File: src/rtl/dtx_pkg.sv
package dtx_pkg;
  localparam int WORD_W     = 32;
  localparam int WORD_BYTES = WORD_W / 8;
  localparam int DESC_WORDS = 4;

  // word slots inside a data descriptor
  localparam int W_NEXT  = 0;
  localparam int W_BUF   = 1;
  localparam int W_FLAGS = 2;
  localparam int W_AFTER = 3;

  // flag bits
  localparam int FLG_EOL  = 0;
  localparam int FLG_EOP  = 3;
  localparam int FLG_INTR = 4;
  localparam int CTX_DIS  = 15;

  // byte offset of the flag word inside the context record
  localparam int CTX_FLAG_OFS = 4;

  typedef enum logic [3:0] {
    S_IDLE,
    S_DRD_REQ,
    S_DRD_WAIT,
    S_EVAL,
    S_WRD_REQ,
    S_WRD_WAIT,
    S_EMIT,
    S_FIN,
    S_DWB,
    S_CRD_REQ,
    S_CRD_WAIT,
    S_CWB
  } dtx_state_e;
endpackage

File: src/rtl/dtx_lane_pick.sv
module dtx_lane_pick #(
  parameter int LANES = 4,
  localparam int SW = (LANES > 1) ? $clog2(LANES) : 1
) (
  input  logic [8*LANES-1:0] word_i,
  input  logic [SW-1:0]      sel_i,
  output logic [7:0]         byte_o
);
  logic [7:0] lane [LANES];

  for (genvar g = 0; g < LANES; g++) begin : g_lane
    assign lane[g] = word_i[8*g +: 8];
  end

  assign byte_o = lane[sel_i];
endmodule

File: src/rtl/dtx_burst_ctr.sv
module dtx_burst_ctr #(
  parameter int LIMIT = 2048,
  localparam int CW = (LIMIT > 1) ? $clog2(LIMIT) : 1
) (
  input  logic clk,
  input  logic rst_n,
  input  logic clr,
  input  logic inc,
  output logic at_cap
);
  logic [CW-1:0] cnt;

  // this increment completes a burst
  assign at_cap = inc && (cnt == CW'(LIMIT - 1));

  always_ff @(posedge clk) begin
    if (!rst_n)                cnt <= '0;
    else if (clr || at_cap)    cnt <= '0;
    else if (inc)              cnt <= cnt + CW'(1);
  end
endmodule

File: src/rtl/dtx_engine.sv
module dtx_engine
  import dtx_pkg::*;
#(
  parameter int AW        = 32,
  parameter int MAX_BURST = 2048
) (
  input  logic              clk,
  input  logic              rst_n,
  input  logic              start,
  input  logic              resume,
  input  logic [AW-1:0]     start_desc,
  input  logic [AW-1:0]     start_pos,
  input  logic [AW-1:0]     ctx_addr,
  output logic              running,
  output logic              eol,
  output logic              intr_set,
  output logic [AW-1:0]     cur_pos,
  output logic              rd_valid,
  input  logic              rd_ready,
  output logic [AW-1:0]     rd_addr,
  input  logic              rd_resp_valid,
  input  logic [WORD_W-1:0] rd_resp_data,
  output logic              wr_valid,
  input  logic              wr_ready,
  output logic [AW-1:0]     wr_addr,
  output logic [WORD_W-1:0] wr_data,
  output logic              out_valid,
  input  logic              out_ready,
  output logic [7:0]        out_data,
  output logic              out_last
);
  localparam int LW = $clog2(WORD_BYTES);
  localparam int IW = $clog2(DESC_WORDS);

  dtx_state_e st;
  logic [AW-1:0] desc_addr, ctx_q, pos;
  logic [DESC_WORDS-1:0][WORD_W-1:0] dw;
  logic [IW-1:0] wcnt;
  logic take_buf, eol_q;
  logic [WORD_W-1:0] word_q;

  logic [AW-1:0] pos_eff, end_a, pos_inc, word_off;
  logic final_byte, hs, at_cap;
  logic [7:0] lane_byte;

  assign end_a      = AW'(dw[W_AFTER]);
  assign pos_eff    = take_buf ? AW'(dw[W_BUF]) : pos;
  assign pos_inc    = pos + AW'(1);
  assign final_byte = (pos_inc == end_a);
  assign hs         = out_valid && out_ready;
  assign word_off   = AW'({wcnt, {LW{1'b0}}});

  dtx_lane_pick #(.LANES(WORD_BYTES)) u_pick (
    .word_i (word_q),
    .sel_i  (pos[LW-1:0]),
    .byte_o (lane_byte)
  );

  dtx_burst_ctr #(.LIMIT(MAX_BURST)) u_burst (
    .clk    (clk),
    .rst_n  (rst_n),
    .clr    (st == S_EVAL),
    .inc    (hs),
    .at_cap (at_cap)
  );

  always_comb begin
    rd_valid = 1'b0;
    rd_addr  = '0;
    wr_valid = 1'b0;
    wr_addr  = '0;
    wr_data  = '0;
    unique case (st)
      S_DRD_REQ: begin
        rd_valid = 1'b1;
        rd_addr  = desc_addr + word_off;
      end
      S_WRD_REQ: begin
        rd_valid = 1'b1;
        rd_addr  = {pos[AW-1:LW], {LW{1'b0}}};
      end
      S_CRD_REQ: begin
        rd_valid = 1'b1;
        rd_addr  = ctx_q + AW'(CTX_FLAG_OFS);
      end
      S_DWB: begin
        wr_valid = 1'b1;
        wr_addr  = desc_addr + word_off;
        wr_data  = dw[wcnt];
      end
      S_CWB: begin
        wr_valid = 1'b1;
        wr_addr  = ctx_q + AW'(CTX_FLAG_OFS);
        wr_data  = word_q;
      end
      default: ;
    endcase
  end

  assign out_valid = (st == S_EMIT);
  assign out_data  = lane_byte;
  assign out_last  = out_valid && final_byte && dw[W_FLAGS][FLG_EOP];
  assign intr_set  = (st == S_FIN) && dw[W_FLAGS][FLG_INTR];
  assign running   = (st != S_IDLE);
  assign eol       = eol_q;
  assign cur_pos   = pos;

  always_ff @(posedge clk) begin
    if (!rst_n) begin
      st        <= S_IDLE;
      desc_addr <= '0;
      ctx_q     <= '0;
      pos       <= '0;
      dw        <= '0;
      wcnt      <= '0;
      take_buf  <= 1'b0;
      eol_q     <= 1'b0;
      word_q    <= '0;
    end else begin
      unique case (st)
        S_IDLE: if (start) begin
          eol_q     <= 1'b0;
          desc_addr <= start_desc;
          ctx_q     <= ctx_addr;
          pos       <= start_pos;
          take_buf  <= !resume;
          wcnt      <= '0;
          st        <= S_DRD_REQ;
        end
        S_DRD_REQ: if (rd_ready) st <= S_DRD_WAIT;
        S_DRD_WAIT: if (rd_resp_valid) begin
          dw[wcnt] <= rd_resp_data;
          if (wcnt == IW'(DESC_WORDS - 1)) begin
            wcnt <= '0;
            st   <= S_EVAL;
          end else begin
            wcnt <= wcnt + IW'(1);
            st   <= S_DRD_REQ;
          end
        end
        S_EVAL: begin
          pos      <= pos_eff;
          take_buf <= 1'b0;
          st       <= (pos_eff == end_a) ? S_FIN : S_WRD_REQ;
        end
        S_WRD_REQ: if (rd_ready) st <= S_WRD_WAIT;
        S_WRD_WAIT: if (rd_resp_valid) begin
          word_q <= rd_resp_data;
          st     <= S_EMIT;
        end
        S_EMIT: if (out_ready) begin
          pos <= pos_inc;
          if (final_byte)                          st <= S_FIN;
          else if (at_cap)                         st <= S_DRD_REQ;
          else if (pos[LW-1:0] == LW'(WORD_BYTES - 1)) st <= S_WRD_REQ;
        end
        S_FIN: begin
          wcnt <= '0;
          st   <= S_DWB;
        end
        S_DWB: if (wr_ready) begin
          if (wcnt == IW'(DESC_WORDS - 1)) begin
            wcnt <= '0;
            if (dw[W_FLAGS][FLG_EOL]) begin
              st <= S_CRD_REQ;
            end else begin
              desc_addr <= AW'(dw[W_NEXT]);
              take_buf  <= 1'b1;
              st        <= S_DRD_REQ;
            end
          end else begin
            wcnt <= wcnt + IW'(1);
          end
        end
        S_CRD_REQ: if (rd_ready) st <= S_CRD_WAIT;
        S_CRD_WAIT: if (rd_resp_valid) begin
          word_q <= rd_resp_data | (WORD_W'(1) << CTX_DIS);
          st     <= S_CWB;
        end
        S_CWB: if (wr_ready) begin
          eol_q <= 1'b1;
          st    <= S_IDLE;
        end
        default: st <= S_IDLE;
      endcase
    end
  end

  // a read request holds its address until accepted
  p_rd_hold_r1: assert property (@(posedge clk) disable iff (!rst_n)
    rd_valid && !rd_ready |=> rd_valid && $stable(rd_addr));

  // stream back-pressure keeps the byte steady
  p_out_hold_r2: assert property (@(posedge clk) disable iff (!rst_n)
    out_valid && !out_ready |=> out_valid && $stable(out_data) && $stable(out_last));

  // interrupt request is a single-cycle pulse
  p_intr_pulse_r5: assert property (@(posedge clk) disable iff (!rst_n)
    intr_set |=> !intr_set);

  // write requests hold address and data until accepted
  p_wr_hold_r6: assert property (@(posedge clk) disable iff (!rst_n)
    wr_valid && !wr_ready |=> wr_valid && $stable(wr_addr) && $stable(wr_data));

  // finished flag only while not running
  p_eol_idle_r8: assert property (@(posedge clk) disable iff (!rst_n)
    eol |-> !running);

  // start from idle brings the engine up with the flag cleared
  p_start_runs_r9: assert property (@(posedge clk) disable iff (!rst_n)
    start && !running |=> running && !eol);

  // no memory traffic while idle
  p_idle_quiet_r12: assert property (@(posedge clk) disable iff (!rst_n)
    !running |-> !rd_valid && !wr_valid);

  // stream and memory ports are never active together
  p_one_port_r2: assert property (@(posedge clk) disable iff (!rst_n)
    out_valid |-> !rd_valid && !wr_valid);
endmodule

File: config.mk
export PLATFORM = sky130hd
export DESIGN_NAME = dtx_engine
export DESIGN_NICKNAME = d
export VERILOG_FILES = /design/src/rtl/dtx_pkg.sv /design/src/rtl/dtx_lane_pick.sv /design/src/rtl/dtx_burst_ctr.sv /design/src/rtl/dtx_engine.sv
export SDC_FILE = /design/constraint.sdc
export NUM_CORES = 1
export LEC_CHECK = 0
export BUFFER_PORTS_ARGS = -buffer_cell sky130_fd_sc_hd__buf_2
export CAP_MARGIN = 0
export CELL_PAD_IN_SITES_DETAIL_PLACEMENT = 1
export CELL_PAD_IN_SITES_GLOBAL_PLACEMENT = 2
export CORE_MARGIN = 2
export CORE_UTILIZATION = 33
export DETAILED_ROUTE_END_ITERATION = 6
export HOLD_SLACK_MARGIN = 0.12
export PLACE_DENSITY_LB_ADDON = 0.1
export SLEW_MARGIN = 20
export SYNTH_ARGS = -nofsm -noshare
export SYNTH_HDL_FRONTEND = slang
export SYNTH_SLANG_ARGS = --single-unit
export TNS_END_PERCENT = 50
File: constraint.sdc
create_clock -name clk -period 5.6 [get_ports clk]
set_input_delay 1.4 -clock clk [delete_from_list [all_inputs] [get_ports clk]]
set_output_delay 1.4 -clock clk [all_outputs]
set_load 0.03 [all_outputs]
## After elaboration in Yosys (flattened, before gate mapping)

Cells that the tools add are included.
W data, S select, Z words.

- Input bits: 136
- Register bits: 275
- Logic and storage cells: 136
- Output and inout port bits: 143

- Magnitude comparators: 3
- Bitwise logic cells: 2
- Reductions and logical operators: 28
- Multiplexer cells: 56
- Add/sub/neg operators: 5
- Equality and inequality tests: 29

Operators by type and width:

| operator | number |
|---|---|
| $mux W32 | 11 |
| $pmux W32 S2 | 4 |
| $pmux W32 S3 | 2 |
| $bwmux W128 | 1 |
| $bmux W32 S2 | 1 |
| $demux W32 S2 | 1 |
| $eq A32 B32 Y1 | 2 |
| $mux W4 | 15 |
| $pmux W4 S12 | 1 |
| $add A32 B1 Y32 const B | 1 |
| $add A32 B3 Y32 const B | 1 |
| $add A32 B4 Y32 | 1 |
| $ne A2 B2 Y1 const B | 11 |
| $bmux W8 S2 | 1 |
| $eq A4 B3 Y1 const B | 4 |
| $eq A4 B4 Y1 const B | 4 |
| $mux W8 | 2 |
| $mux W2 | 6 |
| $reduce_and A12 Y1 | 1 |
| $add A11 B1 Y11 const B | 1 |
| $eq A11 B11 Y1 const B | 1 |
| $reduce_and A5 Y1 | 2 |
| $reduce_and A3 Y1 | 3 |
| $eq A4 B2 Y1 const B | 2 |
| other kinds (25) | 44 |

## Logic depth before layout (Yosys ltp)

- Word-level depth: 7
- Gate-level depth with buffers: 12
- Mapped depth without buffers: 11

## By module

From an unflattened synthesis, not the netlist that was laid out.

- Cell total of the unflattened synthesis: 2136
- Area total of the unflattened synthesis: 16175.5 µm²

Modules (own cells, without submodules):

| module | instances | seq. area each (µm²) | cells each | area each (µm²) |
|---|---|---|---|---|
| dtx_engine | 1 | 5285.1 | 2071 | 15419.8 |
| dtx_burst_ctr | 1 | 220.2 | 55 | 559.3 |
| dtx_lane_pick | 1 | 0.0 | 10 | 196.4 |

## Worst setup path after synthesis

OpenSTA, ideal clock, no wires.

- Path type: reg-to-output
- Start point: register pos[0] (netlist: cur_pos[0])
- End point: output out_last
- Cell stages (with the launch flop): 11
- Path buffers: 1
- Arrival: 3.722 ns
- Data required time: 4.200 ns
- Path slack: 0.478 ns
- Cells stage by stage: dfxtp_1 -> ha_1 -> nand3_4 -> or4_4 -> buf_6 -> o2bb2ai_2 -> or4_4 -> or4_1 -> or3b_1 -> nor4_4 -> and2_1

- Longest elaborated chain between the ends: 4

RTL lines:

| what | line | text |
|---|---|---|
| start, declared | dtx_engine.sv:36 | `logic [AW-1:0] desc_addr, ctx_q, pos;` |
| start signal, assigned | dtx_engine.sv:125 | `pos <= start_pos;` |
| start signal, assigned | dtx_engine.sv:142 | `pos <= pos_eff;` |
| start signal, assigned | dtx_engine.sv:152 | `pos <= pos_inc;` |
| $add A32 B1 Y32 | dtx_engine.sv:48 | `assign pos_inc = pos + AW'(1);` |
| $eq A32 B32 Y1 | dtx_engine.sv:49 | `assign final_byte = (pos_inc == end_a);` |
| $logic_and A1 B1 Y1 (2 in series) | dtx_engine.sv:102 | `assign out_last = out_valid && final_byte && dw[W_FLAGS][FLG_EOP];` |
| end, declared | dtx_engine.sv:30 | `output logic out_last` |

No other way between the ends.

## Worst setup path in the final report

Same ends and word-level chain as after synthesis.

==> impl_metrics.env <==
export IMPL_grt_first_pass_wirelength_um=119000
export IMPL_wl_per_cell_um=27.3
export IMPL_syn_to_final_growth_pct=21.3
export IMPL_first_iter_violations=1161
export IMPL_fin_crit_sh=0.976
export IMPL_ant_nets=0
export IMPL_antenna_found_initial=2
export IMPL_worstSetupStartpointType="register"
export IMPL_diodes=0
export IMPL_floorplan_initialDensity=0.333
export IMPL_drive_gt1_frac=0.208
export IMPL_hold_class="reg2reg"
export IMPL_rows=82
export IMPL_setup_violations=0
export IMPL_final_cells=3010
export IMPL_synth_cell_types=69
export IMPL_drc_errors=0
export IMPL_fin_skew_ps=14.4
export IMPL_grt_pass1_vias=17200
export IMPL_path_max_fanout=10
export IMPL_maxSlewViolCount=0
export IMPL_async_flop_share=0
export IMPL_via_count=17000
export IMPL_crit_family="simple AND/OR/NAND/NOR gates"
export IMPL_cts_clk_slew_worst_paths_ps=50
export IMPL_h_tree_depth=2
export IMPL_dpl_cell_area_um2=18600
export IMPL_p_per_area_nw_per_um2=380
export IMPL_viasPerCell=5.66
export IMPL_yosys_most_used_dff="dfxtp_1"
export IMPL_grt_max_degree=120
export IMPL_cpMaxStageDelayCell="or4_4"
export IMPL_die_h_um=228
export IMPL_final_area_um2=20100
export IMPL_synth_area_per_cell_um2=7.87
export IMPL_maxSlewHeadroom=0.328
export IMPL_die_x_um=228
export IMPL_cts_made_buffers=37
export IMPL_ioPinCount=279
export IMPL_wl_um=82200
export IMPL_root_buffer="clkbuf_16"
export IMPL_nNetsFinal=2458
export IMPL_max_cap_violations=0
export IMPL_worstMarginPinSlew_ps=1000
export IMPL_end_kind="output port"
export IMPL_path_cells="ha_4, nand3_4, or4_4, o2bb2ai_2, or4_4, or4_1, or3b_4, nor4_4, buf_4, and2_1, buf_4"
export IMPL_worstPathArrival_ps=4060
export IMPL_cp_num_buf_inv=2
export IMPL_leakagePower_nw=7.74
export IMPL_io_buffers=278
export IMPL_ys_ff_latch=275
export IMPL_clockBufferDepth=3
export IMPL_overflow=0
export IMPL_synth_area_um2=16600
export IMPL_drtPass1Iterations=5
export IMPL_dp_cells=2934
export IMPL_core_area_um2=49900
export IMPL_fin_tns_setup_ps=0
export IMPL_status="finished clean"
export IMPL_seq_area_frac_synth=0.332
export IMPL_clk_latency_ps=560
export IMPL_hold_viol=0
export IMPL_max_freq_mhz=183
export IMPL_post_route_min_period_ps=5460
export IMPL_grt_use_total=0.308
export IMPL_vdd_drop_max_mv=0.232
export IMPL_post_dp_hpwl_um=61800
export IMPL_die_area_um2=52100
export IMPL_cts_hold_buf=0
export IMPL_syn_inst=2106
export IMPL_required_ps=4200
export IMPL_gp_congestion=0.923
export IMPL_cts_sinks=275
export IMPL_worstSetupPathType="reg2out"
export IMPL_syn_nets=2252
export IMPL_cpPeakStageDelay_ps=580
export IMPL_yosysWarnings=0
export IMPL_synth_edf_count=0
export IMPL_cts_tree="built"
[layout make-up]
class	instances	area, µm²
Multi-Input combinational cell	1639	10400
Sequential cell	275	5510
Tap cell	672	841
Timing Repair Buffer	349	1970
Inverter	10	37.5
Clock buffer	51	1070
Fill cell	6093	29700
Clock inverter	14	268
[Yosys cell counts, types with 35 or more instances]
master	number	area (µm²)
o21ai_0	79	395
xor2_1	61	534
nor2_1	63	236
clkbuf_1	158	593
dfxtp_1	275	5510
a22o_1	37	324
a21boi_0	213	1600
o211a_1	35	350
nand2_1	586	2200
mux4_2	40	901
xnor2_1	76	666
nand3_1	71	355
[logic make-up (layout without fill, tap and decap cells)]
group	count (synthesis)	count (layout)	synth area share
AOI/OAI and AO/OA	504	504	0.222
buffers and inverters	192	424	0.0453
DFF	275	275	0.332
xor gates and xnor gates	137	137	0.0724
and+or+nand+nor	914	914	0.245
adders and majority gates	10	10	0.00800
muxes	74	74	0.0749
[per-layer routing]
metal | GRT usage | wire (µm) | vias to the layer above
met5 | 0 | 14 | -
met4 | 0.0952 | 2650 | 2
met3 | 0.0490 | 4780 | 110
met2 | 0.510 | 38400 | 584
met1 | 0.410 | 36400 | 8547
li1 | - | - | 7804
[layout by cell type, fill, tap and decap left out, types with 10 or more instances in the layout]
| cell | netlist | final |
|---|---|---|
| a21boi_0 | 213 | 212 |
| a21oi_1 | 26 | 26 |
| a22o_1 | 37 | 37 |
| and2_1 | 18 | 13 |
| and3_1 | 21 | 21 |
| buf_2 | 6 | 276 |
| buf_4 | 4 | 70 |
| clkbuf_16 | 0 | 37 |
| dfxtp_1 | 275 | 271 |
| inv_1 | 10 | 10 |
| mux2i_1 | 34 | 34 |
| mux4_2 | 40 | 40 |
| nand2_1 | 586 | 582 |
| nand3_1 | 71 | 71 |
| nand4_1 | 30 | 30 |
| nor2_1 | 63 | 61 |
| nor2b_1 | 18 | 18 |
| nor3_1 | 31 | 28 |
| nor4_1 | 23 | 22 |
| o211a_1 | 35 | 35 |
| o21ai_0 | 79 | 78 |
| o221ai_1 | 33 | 33 |
| o22ai_1 | 32 | 32 |
| xnor2_1 | 76 | 76 |
| xor2_1 | 61 | 61 |
[state kept, by name (all words and copies together), names as in the netlist]
name / count
st: 4
u_burst.cnt: 11
cur_pos: 32
take_buf: 1
end_a: 32
eol: 1
ctx_q: 32
dw: 96
word_q: 32
desc_addr: 32
wcnt: 2
[metrics by stage]
| stage | utilization | power, mW | setup WS (ps) | hold WS [ps] |
|---|---|---|---|---|
| after detailed placement | 0.374 | 4.97 | 204 | 458 |
| after floorplan | - | 3.99 | 478 | 431 |
| final | 0.403 | 7.65 | 135 | 464 |
| after global routing | 0.403 | 7.95 | -7.45 | 490 |
| after CTS | 0.402 | 7.65 | 6.66 | 468 |
| after global placement | 0.374 | 4.93 | 273 | 444 |
[power breakdown]
group	internal (mW)	switching, mW
sequential	2.18	0.368
clock	1.66	1.01
combinational	0.832	1.60
total	4.68	2.97
[tightest hold or removal path, delay by kind of cell (launching register included)]
family	cells	cell delay, ps
flip-flops	1	300
AO/OA/AOI/OAI	1	60
AND/OR/NAND/NOR	1	50
[timing repair]
item | in CTS | in global routing
pin swaps | 4 | 3
gates resized for setup | 5 | 6
endpoints found under the hold margin | 0 | 0
setup buffers | 4 | 6
gates cloned | 0 | 0
endpoints found under the setup margin | 1 | 1
[final timing paths]
| path | start | to | slack, ps | cells past startpoint |
|---|---|---|---|---|
| setup reg to reg | cur_pos[10] | st[3] | 1890 | 10 |
| hold reg to reg | dw[69] | dw[69] | 460 | 2 |
| setup / recovery | cur_pos[0] | out_last | 140 | 11 |
| hold / removal | dw[69] | dw[69] | 460 | 2 |
Power figures use the tool's default switching activity.
